--- src/rtl/idxbank_pkg.sv ---
package idxbank_pkg;
  typedef enum logic [2:0] {
    ST_IDLE,
    ST_OPC,
    ST_OPL,
    ST_ARM,
    ST_FIX
  } det_state_t;
endpackage

--- src/rtl/idxbank_detect.sv ---
module idxbank_detect
  import idxbank_pkg::*;
#(
  parameter int          ADDR_W = 16,
  parameter int          DATA_W = 8,
  parameter int          CMD_W  = 6,
  parameter logic [7:0]  OPCODE = 8'hBD
) (
  input  logic              clk,
  input  logic              rst,
  input  logic              sync,
  input  logic              bus_en,
  input  logic [ADDR_W-1:0] addr,
  input  logic [DATA_W-1:0] data,
  output logic              cmd_valid,
  output logic [CMD_W-1:0]  cmd
);
  localparam logic [DATA_W-1:0] MARK = '1;
  localparam logic [ADDR_W-1:0] TOP  = '1;

  det_state_t state, state_nx;

  always_comb begin
    state_nx  = state;
    cmd_valid = 1'b0;
    if (bus_en) begin
      if (sync) begin
        state_nx = (data == DATA_W'(OPCODE)) ? ST_OPC : ST_IDLE;
      end else begin
        unique case (state)
          ST_OPC:  state_nx = (data == MARK) ? ST_OPL : ST_IDLE;
          ST_OPL:  state_nx = (data == MARK) ? ST_ARM : ST_IDLE;
          ST_ARM: begin
            // X = 0: single read at the top address, no fix-up
            if (addr == TOP) begin
              cmd_valid = 1'b1;
              state_nx  = ST_IDLE;
            end else begin
              state_nx  = ST_FIX;
            end
          end
          ST_FIX: begin
            cmd_valid = 1'b1;
            state_nx  = ST_IDLE;
          end
          default: state_nx = ST_IDLE;
        endcase
      end
    end
  end

  assign cmd = addr[CMD_W-1:0];

  always_ff @(posedge clk) begin
    if (rst) state <= ST_IDLE;
    else     state <= state_nx;
  end


  stall_hold_chk: assert property (@(posedge clk) disable iff (rst)
    !bus_en |=> $stable(state));


  opcode_needs_sync_chk: assert property (@(posedge clk) disable iff (rst)
    (bus_en && !sync && state == ST_IDLE) |=> state == ST_IDLE);


  wrong_opcode_chk: assert property (@(posedge clk) disable iff (rst)
    (bus_en && sync && data != DATA_W'(OPCODE)) |=> state == ST_IDLE);


  sync_restart_chk: assert property (@(posedge clk) disable iff (rst)
    (bus_en && sync) |=> (state == ST_IDLE || state == ST_OPC));
endmodule

--- src/rtl/idxbank_windows.sv ---
module idxbank_windows #(
  parameter int WIN_W   = 3,
  parameter int NUM_WIN = 2,
  parameter int SEL_W   = 1,
  parameter int CMD_W   = NUM_WIN * WIN_W
) (
  input  logic             clk,
  input  logic             rst,
  input  logic             cmd_valid,
  input  logic [CMD_W-1:0] cmd,
  input  logic [SEL_W-1:0] sel,
  output logic [WIN_W-1:0] xa
);
  logic [NUM_WIN-1:0][WIN_W-1:0] win_q;
  logic [NUM_WIN-1:0]            win_en;

  for (genvar i = 0; i < NUM_WIN; i++) begin : g_win
    always_ff @(posedge clk) begin
      if (rst)            win_q[i] <= '0;
      else if (cmd_valid) win_q[i] <= cmd[i*WIN_W +: WIN_W];
    end
    assign win_en[i] = (sel == SEL_W'(i));
  end

  always_comb begin
    xa = '0;
    for (int k = 0; k < NUM_WIN; k++) begin
      if (win_en[k]) xa = xa | win_q[k];
    end
  end


  reset_clear_chk: assert property (@(posedge clk)
    rst |=> win_q == '0);


  no_spurious_update_chk: assert property (@(posedge clk) disable iff (rst)
    !cmd_valid |=> $stable(win_q));


  load_map_chk: assert property (@(posedge clk) disable iff (rst)
    cmd_valid |=> win_q == $past(cmd));


  one_window_chk: assert property (@(posedge clk) disable iff (rst)
    $countones(win_en) == 1);
endmodule

--- src/rtl/idxbank_latch.sv ---
module idxbank_latch #(
  parameter int         ADDR_W  = 16,
  parameter int         DATA_W  = 8,
  parameter int         WIN_W   = 3,
  parameter int         NUM_WIN = 2,
  parameter logic [7:0] OPCODE  = 8'hBD
) (
  input  logic              clk,
  input  logic              rst,
  input  logic              sync,
  input  logic              bus_en,
  input  logic [ADDR_W-1:0] addr,
  input  logic [DATA_W-1:0] data,
  output logic [WIN_W-1:0]  sram_xa
);
  localparam int SEL_W = (NUM_WIN > 1) ? $clog2(NUM_WIN) : 1;
  localparam int CMD_W = NUM_WIN * WIN_W;

  logic             cmd_valid;
  logic [CMD_W-1:0] cmd;

  idxbank_detect #(
    .ADDR_W(ADDR_W), .DATA_W(DATA_W), .CMD_W(CMD_W), .OPCODE(OPCODE)
  ) u_detect (
    .clk(clk), .rst(rst), .sync(sync), .bus_en(bus_en),
    .addr(addr), .data(data), .cmd_valid(cmd_valid), .cmd(cmd)
  );

  idxbank_windows #(
    .WIN_W(WIN_W), .NUM_WIN(NUM_WIN), .SEL_W(SEL_W), .CMD_W(CMD_W)
  ) u_windows (
    .clk(clk), .rst(rst), .cmd_valid(cmd_valid), .cmd(cmd),
    .sel(addr[ADDR_W-1 -: SEL_W]), .xa(sram_xa)
  );
endmodule

--- config.mk ---
export PLATFORM = sky130hd
export DESIGN_NAME = idxbank_latch
export DESIGN_NICKNAME = d
export VERILOG_FILES = /design/src/rtl/idxbank_pkg.sv /design/src/rtl/idxbank_detect.sv /design/src/rtl/idxbank_windows.sv /design/src/rtl/idxbank_latch.sv
export SDC_FILE = /design/constraint.sdc
export NUM_CORES = 1
export LEC_CHECK = 0
export ABC_AREA = 1
export BUFFER_PORTS_ARGS = -buffer_cell sky130_fd_sc_hd__buf_2
export CORE_ASPECT_RATIO = 0.8
export CORE_MARGIN = 1.5
export CORE_UTILIZATION = 35
export DETAILED_ROUTE_END_ITERATION = 6
export PLACE_DENSITY = 0.68
export SYNTH_ARGS = -nofsm -noshare
export SYNTH_HDL_FRONTEND = slang
export SYNTH_SLANG_ARGS = --single-unit
--- constraint.sdc ---
create_clock -name clk -period 1.21 [get_ports clk]
set_clock_uncertainty 0.1 [all_clocks]
set_input_delay 0.3025 -clock clk [delete_from_list [all_inputs] [get_ports clk]]
set_output_delay 0.3025 -clock clk [all_outputs]
set_load 0.02 [all_outputs]
==> impl_metrics.toml <==
[worst_hold_path]
hp-class = "in -> reg"
holdPathStages = 2
hold_start = "rst"
min_to = "u_detect.state[2]$_SDFFE_PP0P_"

[clocking]
clkTransAtPathRegs_ns = 0.07
htreeDepth = 1
clk_latency_ns = 0.26
clockBufferDepth = 2
cts_root_buf = "clkbuf_4"
clock-sinks = 9
cts_inserted_buffers = 3
cts_tree = "done"
cts_hold_buf = 0

[final_layout]
diodes = 0
multi_input_area_um2 = 367
utilization_pct = 60.2
design_area_um2 = 886
seq_area_um2 = 188
fill_cells = 162
num-nets-final = 159
drive_gt1_share_pct = 45.4
syn2layout_area_growth_pct = 53.2

[yosys]
synth_ff_type = "dfxtp_1"
yosys-top-cells-count = "nand2_1 (23), nor2_1 (13), inv_1 (12), nand3_1 (11), a21oi_1 (10)"
yosys_warnings = 0
syn_area_um2 = 578
synth_cell_type_count = 15
yosysTopAreaCell = "dfxtp_1"
synth_edf_count = 0
ys_seq_elements = 9
yosysMostFrequentCell = "nand2_1"
syn_inst = 90
synth_area_leaders = "dfxtp_1 (31%), nand2_1 (15%), nand3_1 (9.5%)"
syn_nets = 118
syn_avg_cell_area_um2 = 6.42
async_reset_ff_share_pct = 0
yosysTopAreaCellShare_pct = 31.2
ys_seq_area_share_pct = 31.2

[placed_design]
io_buffers = 30
hpwlAfterDp_um = 1200
finalWeightedCongestion = 0.759
dpl_cell_area_um2 = 790

[setup_path]
reg2reg_depth = 7
cp_data_required_time_ns = 0.81
crit_arrival_ns = 1.01
endpoint_kind = "output pin"
critPathMaxFanout = 2
start_kind = "flip-flop"
rrSetupSlack_ns = 0
r2r_end = "u_windows.win_q[5]$_SDFFE_PP0P_"
critPathKind = "reg -> out"
reg2reg_from = "u_detect.state[0]$_SDFFE_PP0P_"

[timing]
rsz0062_at_grt = "yes"
max_freq_mhz = 709
layout_setup_ws_ns = -0.201
relSlewSlack_pct = 83.4
tns_ns = -0.535
finalCriticalPeriod_ns = 1.41
drv_slew = 0
hold_slack_ns = 0.111
worst_pin_slew_ns = 0.248
hold_viol_final = 0
finalSetupViolCount = 4
fin_crit_sh_pct = 117

[routing]
num_vias = 709
ant_nets = 0
viasPerCell = 4.70
drt-initial-drc-count = 16
drt_first_pass_iters = 4
wl_um = 1690
drcViolationCount = 0
wl_per_cell_um = 11.2

[power_and_ir_drop]
cellInternalPower_mw = 0.487
switching_share_pct = 25.3
vdd_drop_max_mv = 0.536
seqPwrFrac_pct = 46.0
p_leak_nw = 0.433
power_mw = 0.652
powerDensity_nw_per_um2 = 736
pwr-share-clk_pct = 36.0
p_sw_mw = 0.165
combinationalPowerShare_pct = 18.0

[global_routing]
grt_max_degree = 16
grt_pass1_wl_um = 2700
grtUsageTotal_pct = 19.5
grt_remaining_overflow = 0
grt_pass1_vias = 694
antenna_found_initial = 0

[floorplanning]
start_util_pct = 39.3
pin_count = 31
fp.dieH_um = 39.4
core_um2 = 1470
rows = 12
die_w_um = 48.4
dieArea_um2 = 1910

[status]
violations = "setup timing"
status = "finished, violations left"

[flow_run]
max-cap-violations = 0
worst max path at each step:
stage / cells past startpoint / from / endpoint / slack (ns)
4_1_cts: 2 / u_windows.win_q[0]$_SDFFE_PP0P_ / sram_xa[0] / -0.19
2_1_floorplan: 10 / addr[9] / u_windows.win_q[0]$_SDFFE_PP0P_ / 0.01
5_1_grt: 2 / u_windows.win_q[0]$_SDFFE_PP0P_ / sram_xa[0] / -0.22
6_report: 2 / u_windows.win_q[0]$_SDFFE_PP0P_ / sram_xa[0] / -0.20
3_3_place_gp: 10 / addr[15] / u_windows.win_q[5]$_SDFFE_PP0P_ / -0.22
3_5_place_dp: 10 / addr[15] / u_windows.win_q[5]$_SDFFE_PP0P_ / -0.24
cells by family after synthesis:
kind of cell           share of synthesized area, %
multiplexers                                   5.84
buffers and inverters                          11.7
AND/OR/NAND/NOR                                41.3
flip-flops                                     31.2
AO/OA/AOI/OAI                                  9.96
per-layer routing:
layer / part of all wire, % / global-route usage (%) / up-vias
li1: - / - / 370
met1: 45 / 21.8 / 309
met2: 47 / 34.4 / 28
met3: 6.8 / 4.96 / 2
met4: 1.8 / 12.9 / 0
met5: 0 / 0 / -
worst max-delay path: stages, from the launching register on:
cell and delay (ns):
dfxtp_2 0.33, mux2_4 0.28, buf_6 0.14
sequential cells by signal, summed over array words and instances (netlist names):
signal and cells:
u_detect.state 3, u_windows.win_q 6
layout make-up:
type | instances | share of cell area (%)
clock buffer | 4 | 2.97
inverter | 12 | 5.08
multi-input combinational | 68 | 41.4
sequential | 9 | 21.2
tap | 21 | 2.97
timing repair buffer | 37 | 26.4
cells in the final DEF (no fill, tap or decap), types with 2 or more instances in the layout:
| master | Yosys | routed |
|---|---|---|
| nor2_1 | 13 | 12 |
| nor2_2 | 1 | 2 |
| nand3_1 | 11 | 11 |
| inv_2 | 0 | 2 |
| nand2_1 | 23 | 22 |
| clkbuf_4 | 0 | 3 |
| buf_4 | 0 | 6 |
| mux2_4 | 0 | 3 |
| inv_1 | 12 | 10 |
| buf_2 | 0 | 27 |
| a21oi_1 | 10 | 9 |
| dfxtp_1 | 9 | 3 |
| buf_6 | 2 | 3 |
| nand2_4 | 0 | 2 |
| dfxtp_2 | 0 | 6 |
through the flow:
stage          setup slack [ns]  std cells
3_5_place_dp             -0.244        145
2_1_floorplan            0.0117         90
6_report                 -0.201        151
4_1_cts                  -0.190        151
5_1_grt                  -0.221        151
3_3_place_gp             -0.216        145
timing repair:
item                                    in CTS  in global routing
buffers inserted                             1                  0
endpoints found under the setup margin       9                 10
cloned                                       1                  0
pin swaps                                    3                  3
resized for setup                           11                 11
hold endpoints to repair                     0                  0
power by group through the flow:
stage          registers [mW]  clock network, mW  logic, mW
2_1_floorplan           0.306                  0     0.0419
3_5_place_dp            0.306                  0      0.112
4_1_cts                 0.299              0.245      0.113
3_3_place_gp            0.306                  0      0.111
5_1_grt                 0.300              0.257      0.130
6_report                0.300              0.234      0.118
No activity file was read; power rests on OpenSTA's default activity.
